==> src/rtl/nce_pkg.sv <==
package nce_pkg;
  typedef enum logic [1:0] {
    K_CMD   = 2'b00,
    K_ADDR  = 2'b01,
    K_WRITE = 2'b10,
    K_READ  = 2'b11
  } kind_e;

  // strobe nibble order: {nre, ale, nwe, cle}
  localparam logic [3:0] NIB_IDLE   = 4'b1010;
  localparam logic [3:0] NIB_CLE    = 4'b1011;
  localparam logic [3:0] NIB_CLE_WE = 4'b1001;
  localparam logic [3:0] NIB_ALE    = 4'b1110;
  localparam logic [3:0] NIB_ALE_WE = 4'b1100;
  localparam logic [3:0] NIB_WE     = 4'b1000;
  localparam logic [3:0] NIB_RE     = 4'b0010;

  localparam int MAX_STEPS = 5;
  localparam int IDX_W     = $clog2(MAX_STEPS + 1);
endpackage

==> src/rtl/nce_sync.sv <==
module nce_sync #(
  parameter int STAGES = 2
) (
  input  logic clk,
  input  logic rst_n,
  input  logic d,
  output logic q
);
  logic [STAGES-1:0] chain;

  always_ff @(posedge clk or negedge rst_n) begin
    if (!rst_n) chain <= '0;
    else        chain <= {chain[STAGES-2:0], d};
  end

  assign q = chain[STAGES-1];
endmodule

==> src/rtl/nce_step_timer.sv <==
module nce_step_timer #(
  parameter int LEN_W = 4
) (
  input  logic             clk,
  input  logic             rst_n,
  input  logic             load,
  input  logic [LEN_W-1:0] len,
  output logic             expired
);
  logic [LEN_W-1:0] cnt;
  logic [LEN_W-1:0] eff_len;

  assign eff_len = (len == '0) ? LEN_W'(1) : len;

  always_ff @(posedge clk or negedge rst_n) begin
    if (!rst_n)            cnt <= '0;
    else if (load)         cnt <= eff_len - LEN_W'(1);
    else if (cnt != '0)    cnt <= cnt - LEN_W'(1);
  end

  assign expired = (cnt == '0);
endmodule

==> src/rtl/nce_pattern.sv <==
module nce_pattern
  import nce_pkg::*;
(
  input  kind_e                 kind,
  input  logic                  first,
  input  logic                  last,
  output logic [3:0]            seq [MAX_STEPS],
  output logic [IDX_W-1:0]      nsteps
);
  always_comb begin
    for (int i = 0; i < MAX_STEPS; i++) seq[i] = NIB_IDLE;
    nsteps = IDX_W'(1);
    unique case (kind)
      K_CMD: begin
        seq[0] = NIB_IDLE;  seq[1] = NIB_CLE;  seq[2] = NIB_CLE_WE;
        seq[3] = NIB_CLE;   seq[4] = NIB_IDLE;
        nsteps = IDX_W'(5);
      end
      K_ADDR: begin
        unique case ({first, last})
          2'b00: begin
            seq[0] = NIB_ALE_WE; seq[1] = NIB_ALE;
            nsteps = IDX_W'(2);
          end
          2'b01: begin
            seq[0] = NIB_ALE_WE; seq[1] = NIB_ALE; seq[2] = NIB_IDLE;
            nsteps = IDX_W'(3);
          end
          2'b10: begin
            seq[0] = NIB_ALE; seq[1] = NIB_ALE_WE; seq[2] = NIB_ALE;
            nsteps = IDX_W'(3);
          end
          default: begin
            seq[0] = NIB_ALE; seq[1] = NIB_ALE_WE; seq[2] = NIB_ALE;
            seq[3] = NIB_IDLE;
            nsteps = IDX_W'(4);
          end
        endcase
      end
      K_WRITE: begin
        seq[0] = NIB_WE; seq[1] = NIB_IDLE;
        nsteps = IDX_W'(2);
      end
      default: begin
        seq[0] = NIB_RE; seq[1] = NIB_IDLE;
        nsteps = IDX_W'(2);
      end
    endcase
  end
endmodule

==> src/rtl/nand_cycle_engine.sv <==
module nand_cycle_engine
  import nce_pkg::*;
#(
  parameter int DW    = 8,
  parameter int LEN_W = 4
) (
  input  logic             clk,
  input  logic             rst_n,
  input  logic             req_valid,
  output logic             req_ready,
  input  logic [1:0]       req_kind,
  input  logic [DW-1:0]    req_byte,
  input  logic             req_first,
  input  logic             req_last,
  input  logic [LEN_W-1:0] step_len,
  output logic             rsp_valid,
  output logic [DW-1:0]    rsp_byte,
  output logic             nre,
  output logic             ale,
  output logic             nwe,
  output logic             cle,
  output logic [DW-1:0]    bus_out,
  output logic             bus_oe,
  input  logic [DW-1:0]    bus_in,
  input  logic             rb_raw,
  output logic             rb_sync
);
  logic             busy;
  kind_e            kind_q;
  logic             first_q, last_q;
  logic [LEN_W-1:0] len_q;
  logic [IDX_W-1:0] idx;
  logic [3:0]       nib_q;

  kind_e            pat_kind;
  logic             pat_first, pat_last;
  logic [LEN_W-1:0] len_sel;
  logic [3:0]       seq [MAX_STEPS];
  logic [IDX_W-1:0] nsteps;
  logic [IDX_W-1:0] idx_nx;

  logic accept, expired, on_last, advance, finish;

  assign accept    = req_valid && !busy;
  assign req_ready = !busy;

  // while idle the pattern looks at the live request, while busy at the latched one
  assign pat_kind  = busy ? kind_q  : kind_e'(req_kind);
  assign pat_first = busy ? first_q : req_first;
  assign pat_last  = busy ? last_q  : req_last;
  assign len_sel   = busy ? len_q   : step_len;

  nce_pattern u_pat (
    .kind   (pat_kind),
    .first  (pat_first),
    .last   (pat_last),
    .seq    (seq),
    .nsteps (nsteps)
  );

  assign idx_nx  = idx + IDX_W'(1);
  assign on_last = (idx_nx == nsteps);
  assign advance = busy && expired && !on_last;
  assign finish  = busy && expired && on_last;

  nce_step_timer #(.LEN_W(LEN_W)) u_timer (
    .clk     (clk),
    .rst_n   (rst_n),
    .load    (accept || advance),
    .len     (len_sel),
    .expired (expired)
  );

  nce_sync #(.STAGES(2)) u_rb (
    .clk   (clk),
    .rst_n (rst_n),
    .d     (rb_raw),
    .q     (rb_sync)
  );

  always_ff @(posedge clk or negedge rst_n) begin
    if (!rst_n) begin
      busy      <= 1'b0;
      kind_q    <= K_CMD;
      first_q   <= 1'b0;
      last_q    <= 1'b0;
      len_q     <= '0;
      idx       <= '0;
      nib_q     <= NIB_IDLE;
      bus_oe    <= 1'b0;
      bus_out   <= '0;
      rsp_valid <= 1'b0;
      rsp_byte  <= '0;
    end else begin
      rsp_valid <= 1'b0;
      if (accept) begin
        busy    <= 1'b1;
        kind_q  <= kind_e'(req_kind);
        first_q <= req_first;
        last_q  <= req_last;
        len_q   <= step_len;
        idx     <= '0;
        nib_q   <= seq[0];
        bus_oe  <= (kind_e'(req_kind) != K_READ);
        bus_out <= req_byte;
      end else if (busy) begin
        if (kind_q == K_READ && idx == '0 && expired)
          rsp_byte <= bus_in;
        if (finish) begin
          busy      <= 1'b0;
          rsp_valid <= 1'b1;
        end else if (advance) begin
          idx   <= idx_nx;
          nib_q <= seq[idx_nx];
        end
      end
    end
  end

  assign {nre, ale, nwe, cle} = nib_q;
endmodule

==> config.mk <==
export PLATFORM = sky130hd
export DESIGN_NAME = nand_cycle_engine
export DESIGN_NICKNAME = d
export VERILOG_FILES = /design/src/rtl/nce_pkg.sv /design/src/rtl/nce_sync.sv /design/src/rtl/nce_step_timer.sv /design/src/rtl/nce_pattern.sv /design/src/rtl/nand_cycle_engine.sv
export SDC_FILE = /design/constraint.sdc
export NUM_CORES = 1
export LEC_CHECK = 0
export ABC_AREA = 1
export BUFFER_PORTS_ARGS = -buffer_cell sky130_fd_sc_hd__buf_2
export CELL_PAD_IN_SITES_DETAIL_PLACEMENT = 2
export CELL_PAD_IN_SITES_GLOBAL_PLACEMENT = 2
export CORE_ASPECT_RATIO = 0.6
export CORE_UTILIZATION = 30
export DETAILED_ROUTE_END_ITERATION = 8
export PLACE_DENSITY = 0.77
export SETUP_SLACK_MARGIN = 0.05
export SLEW_MARGIN = 20
export SYNTH_ARGS = -nofsm -noshare
export SYNTH_HDL_FRONTEND = slang
export SYNTH_SLANG_ARGS = --single-unit
==> constraint.sdc <==
create_clock -name clk -period 5.7 [get_ports clk]
set_input_delay 0.57 -clock clk [delete_from_list [all_inputs] [get_ports clk]]
set_output_delay 0.57 -clock clk [all_outputs]
set_load 0.01 [all_outputs]
==> key figures <==
Run status
  – Outcome: completed

Setup path
  – Worst path required time: 5.95 ns
  – R2R Setup Slk: 2.98 ns
  – CP top delay family: simple AND/OR/NAND/NOR gates
  – Ordered list of cells on the worst path: o21ai_0 > ha_1 > nand2_1 > nand2_2 > nand2_1 > nand2_1 > nand2_2 > nand2_4 > nand2_4 > nand2_1 > nand2_1 > ha_1 > or2_1 > inv_1
  – Worst Path Buf+Inv: 1
  – Critical path's most frequent cell: nand2_1
  – Worst Path Max Fanout: 13
  – RR Endpoint: u_timer.cnt[1]
  – Reg2Reg Depth: 14
  – Worst Setup SP: busy
  – Setup crit end kind: flip-flop
  – Crit path DAT: 2.97 ns
  – Slowest stage delay, CP: 0.67 ns
  – Startpoint Class: flip-flop
  – Crit path depth: 14
  – R2r startpoint: busy
  – WS Path Type: reg2reg
  – Worst setup path end: u_timer.cnt[1]
  – Slowest cell on crit path: dfrtp_1

Yosys
  – Count of cell types in the netlist: 30
  – Simple-gate portion of the synthesized area: 27.5%
  – Post-Syn Nets: 264
  – EDFF count, synth: 0
  – Compound-cell area share of the yosys netlist: 7.21%
  – Synth Register Bits: 40
  – Most instantiated library cell after synthesis: nand2_1
  – Post-Syn Area: 2000 um2
  – Synth area leaders: dfrtp_1, nand2_1, inv_1
  – Syn avg cell area: 8.61 um2
  – Sequential fraction of the synthesis area: 50.3%
  – Post-synth top area share: 47.6%
  – Synth area leader: dfrtp_1
  – Post-Syn Instances: 232
  – Async S/R FF share, synth: 100%
  – Most used DFF post-synth: dfrtp_1
  – Post-synthesis mux area share: 5.01%
  – Synth cell count leaders: nand2_1, dfrtp_1, inv_1
  – Xor/xnor share of the synthesized area: 0%
  – Main combinational cell family by area after synthesis: simple AND/OR/NAND/NOR gates
  – YS warnings: 0
  – Adder-cell share of the synthesized area: 2.51%

Floorplan
  – Initial core utilization: 31.8%
  – Core outline area: 6280 um2
  – Die area: 7000 um2
  – Row count: 22
  – Chip width: 107 um
  – I/O Pins: 52
  – Die span in y: 65.2 um

Final layout
  – Post-route cell area: 2440 um2
  – Layout cells sized above 1: 30.8%
  – ANT cells: 0
  – Synth-to-layout area growth: 22.1%
  – # fillers: 726
  – Final #Nets: 317
  – Final std cells w/o fill: 370

Clocking
  – Root Driver: clkbuf_8
  – Clock H-tree levels: 2
  – Hold-fix buffers at CTS: 0
  – CTS Buffer Depth: 2
  – CTS tree: built
  – Clock-pin slew on the worst setup and hold paths: 0.09 ns
  – Worst-Skew Late Latency: 0.30 ns
  – Resize count post-CTS: 0
  – Post-CTS setup buffers: 0
  – CTS Buf Count: 5
  – Num Clock Sinks: 40

Placement
  – Placed cell areas: 2330 um2
  – Global placer's final weighted congestion: 0.769
  – DP HPWL: 4.34 mm
  – IO buf count: 51
  – Dpl cells: 362

Timing
  – Final setup violation count: 0
  – Max Clk Rate: 368 MHz
  – Slew Viols, Final: 0
  – Slew headroom: 37.9%
  – RSZ-0062 raised after global routing: false
  – Final Critical Period: 2.72 ns
  – Clock Skews: 0.00526 ns
  – Crit share post-route: 47.7%
  – Final Hold Vio Count: 0
  – Hold WS: 0.357 ns
  – Final setup TNS: 0 ns
  – Worst-margin pin slew: 0.932 ns

Global routing
  – Initial antenna violation count: 0
  – Number of global-route vias before repair: 1855
  – Largest net degree at the start of global routing: 41
  – First-pass GRT wire length: 9.71 mm
  – All-layer global routing usage: 18.6%
  – Grt ovf: 0

Power and ir drop
  – Leak: 1.33 nW
  – Power Density: 637 nW/um2
  – Maximum VDD drop: 0.157 mV

Route
  – Vias/cell: 4.67
  – DR vias: 1729
  – Met2 WL: 2.52 mm
  – Routed metal-1 wirelength: 2.93 mm
  – Top Metal Used: met4
  – WL per Instance: 15.7 um
  – Drt pass-1 iters: 4
  – Post-Route WL: 5.80 mm
  – DRC viols: 0
  – Met3 routed WL: 291 um
  – Routed Antenna Nets: 0
  – Initial DRC count: 54

Job
  – # Max-Cap Violations: 0

Min path
  – Worst Hold Class: reg2reg
## area by class of cell
class / count / area [um2] / area share [%]
clock buffer: 5 / 68.8 / 2.82
inverter: 30 / 113 / 4.62
clock inverter: 3 / 42.5 / 1.74
timing repair buffer: 52 / 263 / 10.8
multi-input combinational: 156 / 843 / 34.6
tap: 84 / 105 / 4.31
sequential: 40 / 1000 / 41.1
## registers in the layout, summed over array words and instances, names as in the netlist
signal	flops
bus_out	8
rsp_byte	8
len_q	4
nib_q	4
u_timer.cnt	4
idx	3
kind_q	2
u_rb.chain	2
bus_oe	1
busy	1
first_q	1
last_q	1
rsp_valid	1
## cell usage in the layout (no fill, tap or decap), types with 2 or more instances in the layout
master | synthesis | routed
nor3_1 | 2 | 2
nand2_2 | 7 | 7
mux2_2 | 8 | 8
nand2_4 | 7 | 7
dfrtp_1 | 38 | 38
buf_2 | 0 | 51
nor2_1 | 8 | 8
inv_1 | 29 | 29
o21ai_0 | 16 | 16
nand4_1 | 2 | 2
nand3_1 | 14 | 14
clkbuf_8 | 0 | 5
a21oi_1 | 2 | 2
dfstp_2 | 2 | 2
nand2_1 | 75 | 75
ha_1 | 4 | 4
## worst reg2reg max path, delay by kind of cell (launching register included)
| kind | cells | cell delay, ns |
|---|---|---|
| flip-flops | 1 | 0.67 |
| AND/OR/NAND/NOR | 10 | 1.06 |
| AO/OA/AOI/OAI | 1 | 0.28 |
| buffers and inverters | 1 | 0.05 |
| adder cells (fa/ha/maj) | 2 | 0.62 |
## how the worst min path moves through the flow
stage / slack (ns) / to / depth (start not counted) / start
final: 0.36 / u_rb.chain[1] / 0 / u_rb.chain[0]
after global routing: 0.35 / u_rb.chain[0] / 1 / rb_raw
after CTS: 0.36 / u_rb.chain[1] / 0 / u_rb.chain[0]
after detailed placement: 0.34 / u_rb.chain[1] / 0 / u_rb.chain[0]
after global placement: 0.33 / u_rb.chain[1] / 0 / u_rb.chain[0]
after floorplan: 0.27 / bus_oe / 0 / rst_n
## logic make-up (layout without fill, tap and decap cells)
kind of cell / count (synthesis) / count (layout)
buffers and inverters: 36 / 90
adder cells (fa/ha/maj): 4 / 4
flip-flops: 40 / 40
multiplexers: 9 / 9
AO/OA/AOI/OAI: 25 / 25
AND/OR/NAND/NOR: 118 / 118
## metrics by stage
| step | total power [mW] | setup slack, ns | util, % |
|---|---|---|---|
| global placement | 1.28 | 3.11 | 37.1 |
| CTS | 1.57 | 2.98 | 38.9 |
| global route | 1.71 | 2.71 | 38.9 |
| floorplan | 1.08 | 3.33 | - |
| detailed placement | 1.32 | 2.97 | 37.1 |
| finish | 1.55 | 2.98 | 38.9 |
## metal layers
metal | track usage, % | up-vias
met2 | 29.8 | 40
met4 | 5.14 | 0
met1 | 25.2 | 847
li1 | - | 834
met5 | 0 | -
met3 | 4.56 | 8
## where the power goes
part	switching (mW)	internal, mW
sequential	0.0737	0.406
combinational	0.533	0.299
clock	0.111	0.130
Power figures use the tool's default switching activity.
